==> src/rtl/fsel_pkg.sv <==
package fsel_pkg;
  typedef enum logic [1:0] {
    STEP_HOLD = 2'd0,
    STEP_UP   = 2'd1,
    STEP_DOWN = 2'd2
  } step_e;
endpackage

==> src/rtl/fsel_table.sv <==
module fsel_table #(
  parameter int TW = 8,
  parameter int NB = 4,
  parameter int AW = 3,
  parameter int SW = 32,
  parameter logic [NB*TW-1:0] BND_RST = '0,
  parameter logic [SW-1:0] SETTLE_RST = '0
) (
  input  logic            clk,
  input  logic            rst,
  input  logic            we,
  input  logic [AW-1:0]   addr,
  input  logic [SW-1:0]   wdata,
  output logic [NB*TW-1:0] bnd_flat,
  output logic [SW-1:0]   settle_len
);
  logic [TW-1:0] bnd_q [NB];

  for (genvar k = 0; k < NB; k++) begin : g_bnd
    always_ff @(posedge clk) begin
      if (rst) bnd_q[k] <= BND_RST[k*TW +: TW];
      else if (we && addr == AW'(k)) bnd_q[k] <= wdata[TW-1:0];
    end
    assign bnd_flat[k*TW +: TW] = bnd_q[k];
  end

  always_ff @(posedge clk) begin
    if (rst) settle_len <= SETTLE_RST;
    else if (we && addr == AW'(NB)) settle_len <= wdata;
  end
endmodule

==> src/rtl/fsel_decide.sv <==
module fsel_decide
  import fsel_pkg::*;
#(
  parameter int TW   = 8,
  parameter int NB   = 4,
  parameter int LW   = 3,
  parameter int HYST = 8
) (
  input  logic [TW-1:0]    temp,
  input  logic [NB*TW-1:0] bnd_flat,
  input  logic [LW-1:0]    cur,
  output logic [LW-1:0]    nxt,
  output step_e            kind
);
  localparam int CW = TW + 2;

  logic [LW-1:0] up_tgt;
  logic [TW-1:0] below_bnd;
  logic [CW-1:0] temp_plus;

  always_comb begin
    up_tgt    = '0;
    below_bnd = '0;
    for (int k = 0; k < NB; k++) begin
      if (temp > bnd_flat[k*TW +: TW]) up_tgt = LW'(k + 1);
      if (cur == LW'(k + 1)) below_bnd = bnd_flat[k*TW +: TW];
    end
  end

  assign temp_plus = CW'(temp) + CW'(HYST);

  always_comb begin
    nxt  = cur;
    kind = STEP_HOLD;
    if (up_tgt > cur) begin
      nxt  = up_tgt;
      kind = STEP_UP;
    end else if (cur != '0 && temp_plus <= CW'(below_bnd)) begin
      nxt  = cur - LW'(1);
      kind = STEP_DOWN;
    end
  end
endmodule

==> src/rtl/fsel_settle.sv <==
module fsel_settle #(
  parameter int SW = 32
) (
  input  logic          clk,
  input  logic          rst,
  input  logic          load,
  input  logic [SW-1:0] len,
  output logic          busy,
  output logic          last
);
  logic [SW-1:0] cnt_q;

  always_ff @(posedge clk) begin
    if (rst)                cnt_q <= '0;
    else if (load)          cnt_q <= len;
    else if (cnt_q != '0)   cnt_q <= cnt_q - SW'(1);
  end

  assign busy = cnt_q != '0;
  assign last = cnt_q == SW'(1);

  assert_window_load_R6: assert property (@(posedge clk) disable iff (rst)
    load |=> (cnt_q == $past(len)));
endmodule

==> src/rtl/coolant_flow_sel.sv <==
module coolant_flow_sel
  import fsel_pkg::*;
#(
  parameter int NUM_SET = 5,
  parameter int TW      = 8,
  parameter int SW      = 32,
  parameter int HYST    = 8,
  parameter logic [SW-1:0] SETTLE_RST = 32'd30_000_000,
  parameter logic [(NUM_SET-1)*TW-1:0] BND_RST = {8'd200, 8'd160, 8'd120, 8'd80},
  parameter int NB_P    = NUM_SET - 1,
  parameter int LW_P    = $clog2(NUM_SET),
  parameter int AW_P    = $clog2(NUM_SET)
) (
  input  logic             clk,
  input  logic             rst,
  input  logic             smp_vld,
  input  logic [TW-1:0]    smp_temp,
  input  logic             cfg_we,
  input  logic [AW_P-1:0]  cfg_addr,
  input  logic [SW-1:0]    cfg_wdata,
  output logic [LW_P-1:0]  flow_lvl,
  output logic             flow_chg
);
  localparam int NB = NB_P;
  localparam int LW = LW_P;
  localparam logic [LW-1:0] TOP_SET = LW'(NUM_SET - 1);

  logic [NB*TW-1:0] bnd_flat;
  logic [SW-1:0]    settle_len;
  logic [TW-1:0]    held_q;
  logic             have_q;
  logic             busy, last;
  logic             eval, change;
  logic [TW-1:0]    eval_temp;
  logic [LW-1:0]    nxt;
  step_e            kind;

  fsel_table #(.TW(TW), .NB(NB), .AW(AW_P), .SW(SW),
               .BND_RST(BND_RST), .SETTLE_RST(SETTLE_RST)) u_table (
    .clk(clk), .rst(rst), .we(cfg_we), .addr(cfg_addr), .wdata(cfg_wdata),
    .bnd_flat(bnd_flat), .settle_len(settle_len));

  always_ff @(posedge clk) begin
    if (rst) begin
      held_q <= '0;
      have_q <= 1'b0;
    end else if (smp_vld) begin
      held_q <= smp_temp;
      have_q <= 1'b1;
    end
  end

  assign eval      = (smp_vld && (!busy || last)) || (last && have_q);
  assign eval_temp = smp_vld ? smp_temp : held_q;

  fsel_decide #(.TW(TW), .NB(NB), .LW(LW), .HYST(HYST)) u_decide (
    .temp(eval_temp), .bnd_flat(bnd_flat), .cur(flow_lvl),
    .nxt(nxt), .kind(kind));

  assign change = eval && (kind != STEP_HOLD);

  fsel_settle #(.SW(SW)) u_settle (
    .clk(clk), .rst(rst), .load(change), .len(settle_len),
    .busy(busy), .last(last));

  always_ff @(posedge clk) begin
    if (rst) begin
      flow_lvl <= TOP_SET;
      flow_chg <= 1'b0;
    end else begin
      flow_chg <= change;
      if (change) flow_lvl <= nxt;
    end
  end

  assert_lvl_legal_R1: assert property (@(posedge clk) disable iff (rst)
    flow_lvl <= TOP_SET);

  assert_strobe_on_change_R5: assert property (@(posedge clk) disable iff (rst)
    flow_chg == (flow_lvl != $past(flow_lvl)));

  assert_down_one_step_R4: assert property (@(posedge clk) disable iff (rst)
    (flow_lvl < $past(flow_lvl)) |-> (flow_lvl == LW'($past(flow_lvl) - LW'(1))));

  assert_hold_in_window_R6: assert property (@(posedge clk) disable iff (rst)
    (busy && !last) |=> $stable(flow_lvl));
endmodule

==> config.mk <==
export PLATFORM = sky130hd
export DESIGN_NAME = coolant_flow_sel
export DESIGN_NICKNAME = d
export VERILOG_FILES = /design/src/rtl/fsel_pkg.sv /design/src/rtl/fsel_table.sv /design/src/rtl/fsel_decide.sv /design/src/rtl/fsel_settle.sv /design/src/rtl/coolant_flow_sel.sv
export SDC_FILE = /design/constraint.sdc
export NUM_CORES = 1
export LEC_CHECK = 0
export BUFFER_PORTS_ARGS = -buffer_cell sky130_fd_sc_hd__buf_2
export CORE_MARGIN = 1
export CORE_UTILIZATION = 54
export DETAILED_ROUTE_END_ITERATION = 16
export GPL_TIMING_DRIVEN = 0
export PLACE_DENSITY_LB_ADDON = 0.12
export SLEW_MARGIN = 25
export SYNTH_ARGS = -nofsm -noshare
export SYNTH_HDL_FRONTEND = slang
export SYNTH_SLANG_ARGS = --single-unit
==> constraint.sdc <==
create_clock -name clk -period 4.2 [get_ports clk]
set_input_delay 0.63 -clock clk [delete_from_list [all_inputs] [get_ports clk]]
set_output_delay 0.63 -clock clk [all_outputs]
set_load 0.005 [all_outputs]
* Word-level counts from Yosys, hierarchy flattened *
Memories as Yosys holds them, arrays and structs flattened.
Index checks and enable logic that the tools add are counted.
Widths: inputs -> output; s select.

storage, ports and cells
  flip-flop bits (word level) = 77
  bits in writable memories = 32
  input port bits = 47
  logic and storage cells = 81
  memories = 1

memory list
  name           words  bits a word  rd ports  clocked after Yosys merged registers in  wr ports  RTL line          source
  u_table.bnd_q  4      8            4         0                                        4         fsel_table.sv:17  logic [TW-1:0] bnd_q [NB];

cells by class
  add/sub/neg operators = 3
  magnitude comparators = 6
  equality and inequality tests = 9
  muxes and demuxes = 33
  bitwise operators = 4
  reductions and logical operators = 19

operators with widths
  operator               count
  $mux 8                 9
  $mux 32                2
  $eq 32x1->1 const B    1
  $gt 8x8->1             4
  $reduce_bool 32->1     1
  $sub 32x1->32 const B  1
  $mux 1                 15
  $eq 3x2->1 const B     4
  $le 10x8->1            1
  $add 8x4->9 const B    1
  $logic_and 1x1->1      9
  $mux 3                 3
  $mux 2                 4
  $eq 3x1->1 const B     2
  $eq 3x3->1 const B     2
  $reduce_bool 2->1      3
  $or 1x1->1             4
  $gt 3x3->1             1
  $logic_not 3->1        1
  $reduce_bool 3->1      1
  $sub 3x1->3 const B    1
  $logic_or 1x1->1       2
  $reduce_and 2->1       1
  $logic_not 1->1        1

* Depth between registers and ports, before layout *
  depth after elaboration = 12
  mapped depth = 19
  mapped depth without buffers = 16

* Modules after synthesis *
From an unflattened synthesis, not the netlist that was laid out.

unflattened totals
  cells, all modules = 723
  area, all modules = 6622.6 µm²

modules (own cells, without submodules)
  module            times used  cells an instance  area each (µm²)
  fsel_table        1           228                2661.3
  fsel_settle       1           224                1836.8
  fsel_decide       1           224                1575.3
  coolant_flow_sel  1           47                 549.3

* Worst setup path after synthesis *
No wires, ideal clock.

  path type = input to register
  start point = input port smp_vld
  end point = register u_settle.cnt_q[31]
  setup time = 128 ps
  arrival = 4169 ps
  data required time = 4072 ps
  setup slack = -97 ps
  stages = 19
  path through = buf_1 mux2i_1 inv_1 ha_1 nand4_1 or2_2 o21a_1 o21ai_0 nand2b_1 ha_1 nor2b_1 o21ai_0 a32oi_1 a21oi_1 nor3_2 buf_6 buf_6 mux2i_1 nor2_1

between the ends
  word-level cells in the longest chain between the ends = 11
  elaborated cells on any way between the ends = 21

ends and longest elaborated chain
  what                                                                 RTL line                source
  from (decl)                                                          coolant_flow_sel.sv:16  input logic smp_vld,
  $mux 8 *                                                             n/a
  via eval_temp[5]                                                     coolant_flow_sel.sv:34  logic [TW-1:0] eval_temp;
  parallel branches: the longest is 6 deep, another holds $le 10x8->1  n/a
  $mux 2 *                                                             fsel_decide.sv:35       if (up_tgt > cur) begin
  $reduce_bool 2->1 *                                                  coolant_flow_sel.sv:60  assign change = eval && (kind != STEP_HOLD);
  $logic_and 1x1->1 *                                                  coolant_flow_sel.sv:60
  $mux 32 or $reduce_bool 2->1 (tied branches)                         n/a
  to (signal assigned)                                                 fsel_settle.sv:15       else if (load) cnt_q <= len;
  to (signal assigned)                                                 fsel_settle.sv:16       else if (cnt_q != '0) cnt_q <= cnt_q - SW'(1);
  to (decl)                                                            fsel_settle.sv:11       logic [SW-1:0] cnt_q;

Mark *: on every way through the listed nets, which the timed path passes.
A chain may end at the register's enable or synchronous reset.

* Worst setup path after layout *
Same ends and word-level chain as after synthesis.

==> flow_summary_export.csv <==
group,metric,value,unit
sta,min_period_over_period,0.9519,
pwr,p_per_area,580.6,nW/um^2
clocking,htree_levels,3,
worst_setup_path,path_common_cell,"buf_6",
sta,fin_ws,0.2018,ns
worst_setup_path,reg2reg_depth,17,
worst_setup_path,slowest_stage,"ha_1",
route,routedWlPerCell,17.72,um
placement,placed_cell_area,6576,um^2
worst_setup_path,critPathLaunchType,"input port",
worst_setup_path,crit_end,"u_settle.cnt_q[31]",
job,cap_violations,0,
global_route,grt_pass1_vias,5068,
floorplan,die_w,108.7,um
global_route,grt_max_degree,18,
worst_setup_path,endpoint_kind,"flip-flop",
placement,routabilityCongestion,0.8963,
finish,diodes,0,
run_status,outcome,"finished clean",
worst_setup_path,crit_start,"smp_vld",
yosys,syn_avg_cell_area,8.950,um^2
worst_setup_path,cp.depth,20,
finish,fill_cells,970,
route,postRouteAntennaNets,0,
floorplan,initial_core_util,0.5598,
route,routed_wl,15.90,mm
finish,area_growth,13.63,%
min_path,hp-class,"reg -> reg",
route,vias,5281,
sta,tns,0,ns
finish,final_common_cell,"nand2_1",
floorplan,io_pins,51,
clocking,cts-root-buf,"clkbuf_16",
yosys,synth_cells,687,
sta,hold_viol,0,
sta,max_clock_freq,0.2501,GHz
global_route,overflow,0,
floorplan,core_area,10980,um^2
sta,drv_slew,0,
yosys,ys_ff_latch,109,
yosys,synth_cell_types,57,
clocking,cts_tree,"yes",
worst_setup_path,worst_r2r_endpoint,"u_settle.cnt_q[11]",
clocking,cts_hold_buf,0,
sta,finalClockSkew,0.008550,ns
finish,fin_cells,897,
worst_setup_path,required,4.43,ns
finish,finalInstanceArea,6987,um^2
worst_setup_path,reg2reg_from,"flow_lvl[0]",
pwr,ir_drop,0.3057,mV
finish,drive_gt1_frac,0.1493,
clocking,path_clk_slew,0.07,ns
worst_setup_path,path_cells,"buf_2 -> buf_6 -> mux2i_4 -> inv_1 -> ha_1 -> nand4_1 -> or2_2 -> o21a_1 -> o21ai_1 -> nand2b_1 -> ha_1 -> nor2b_1 -> o21ai_0 -> a32oi_2 -> a21oi_4 -> nor3_4 -> buf_6 -> buf_6 -> mux2i_1 -> nor2_1",
yosys,syn_area,6148,um^2
placement,place_ws,-1.285,ns
route,drt_first_pass_iters,6,
placement,dp_hpwl,11.83,mm
placement,io_buffers,49,
sta,finalSetupViolCount,0,
route,post-route-drc-count,0,
route,viasPerCell,5.887,
worst_setup_path,slowest_delay,0.33,ns
clocking,max-clock-path-buffers,2,
placement,dp_cells,876,
global_route,grt_pass1_wl,25.44,mm
clocking,cts_buffers,9,
route,drtIter0Drc,395,
sta,worst_slew_pin_slew,0.7617,ns
worst_setup_path,criticalPathCategory,"in -> reg",
yosys,synth_nets,785,
worst_setup_path,crit_arrival,4.23,ns
worst_setup_path,r2r_slack,0.37,ns
yosys,ys_seq_area_frac,0.4070,
sta,fin_crit,3.998,ns
finish,nNetsFinal,850,
worst_setup_path,crit_fanout,10,
sta,slew_headroom,0.4883,
floorplan,die_h,108.7,um
yosys,async_flop_share,0,
yosys,yosys_most_used_dff,"dfxtp_1",
yosys,synth_edf_count,32,
pwr,p_leak,2.817,nW
finish,final_cell_mix,"108 x nand2_1, 76 x dfxtp_1, 60 x a21oi_1, 51 x ha_1, 49 x buf_2",
yosys,yosys_warnings,0,
global_route,grt_usage,0.2878,
worst_setup_path,cpLargestDelayFamily,"simple AND/OR/NAND/NOR gates",
worst_setup_path,crit_buf_inv,5,
clocking,clk_latency,0.36,ns
floorplan,fp-row-count,38,
clocking,cts_sinks,109,
global_route,antenna_found_initial,0,
floorplan,die-area,11820,um^2
worst min-delay path: cells and delay by family (launching register included):
family,cells,cell delay (ns)
flops,1,0.31
simple gates,1,0.05
compound gates,1,0.05
power by group:
part / switching (mW) / internal [mW] / total (mW)
Combinational: 1.05 / 0.756 / 1.81
Sequential: 0.148 / 1.23 / 1.38
Clock: 0.402 / 0.473 / 0.875
Total: 1.60 / 2.46 / 4.06
through the flow:
step	hold WS [ns]	utilization	total power, mW
2_1_floorplan	0.4349	-	2.663
3_3_place_gp	0.4447	0.5988	3.004
3_5_place_dp	0.4479	0.5988	3.070
4_1_cts	0.4591	0.6295	3.992
5_1_grt	0.4767	0.6361	4.316
6_report	0.4604	0.6361	4.056
state kept, by name (all words and copies together) (netlist names):
register            count
have_q                  1
u_table.bnd_q          32
held_q                  8
u_settle.cnt_q         32
flow_lvl                3
flow_chg                1
u_table.settle_len     32
worst min-delay path by stage:
stage,start,endpoint,slack (ns),cells after the start
global placement,u_table.settle_len[26],u_table.settle_len[26],0.44,2
CTS,u_table.settle_len[1],u_settle.cnt_q[1],0.46,2
finish,u_table.settle_len[11],u_table.settle_len[11],0.46,2
detailed placement,u_table.settle_len[1],u_settle.cnt_q[1],0.45,2
floorplan,have_q,have_q,0.43,2
global route,u_table.settle_len[3],u_table.settle_len[3],0.48,2
kinds of logic after synthesis:
kind of cell / Yosys count / synth area share
muxes: 16 / 0.02727
buffers and inverters: 70 / 0.04701
DFF: 109 / 0.4070
adders and majority gates: 51 / 0.1038
AOI/OAI and AO/OA: 137 / 0.1443
and+or+nand+nor: 281 / 0.2379
xor gates and xnor gates: 23 / 0.03276
what timing repair did:
item / 4_1_cts / 5_1_grt
pin swaps: 2 / 2
gates cloned: 0 / 0
endpoints found under the hold margin: 0 / 0
setup buffers: 1 / 4
endpoints found under the setup margin: 36 / 35
resized for setup: 9 / 12
cell usage after synthesis (3+ instances only):
cell        n  share of area
nor4_1      4         0.0041
a22oi_1     6         0.0073
xnor2_1    11          0.016
nand3_1     9         0.0073
clkbuf_1   23          0.014
nor2_1     42          0.026
a31oi_1     9         0.0092
or4_1       3         0.0037
mux2i_1    10          0.016
edfxtp_1   32           0.16
buf_1       3         0.0018
nand4_1    12          0.012
nor3_1     12         0.0098
ha_1       51           0.10
nand2_1   108          0.066
and2_1     21          0.021
nand3b_1   12          0.015
mux2_2      6          0.011
a21o_1      4         0.0049
inv_1      39          0.024
a31o_2      3         0.0043
o21ai_0    11         0.0090
o211ai_1    4         0.0049
nor2b_1    14          0.014
o22ai_1     3         0.0031
xor2_1     12          0.017
nand4b_1    3         0.0043
o41ai_1     3         0.0043
nor3_2      3         0.0049
nand2b_1   10          0.010
dfxtp_1    77           0.25
a211oi_1    8         0.0098
buf_4       3         0.0037
or3_1      15          0.015
o21a_1      3         0.0037
a221oi_1    9          0.013
a21oi_1    62          0.050
area by class of cell:
class	instances	area [um^2]	share of cell area
buffer	31	152.6	0.02185
clock inverter	5	60.06	0.008596
clock buffer	11	236.5	0.03385
sequential	109	2504	0.3583
inverter	39	146.4	0.02095
tap	140	175.2	0.02507
multi-input combinational	508	3430	0.4909
timing repair buffer	54	282.8	0.04047
metal layers:
metal | up-vias | wire (um) | GRT usage
li1 | 2570 | - | -
met1 | 2498 | 7632 | 0.4062
met2 | 192 | 6954 | 0.4448
met3 | 21 | 1059 | 0.06037
met4 | 0 | 252 | 0.08012
met5 | - | 0 | 0
Note: power is estimated with default switching activity, not from simulation.
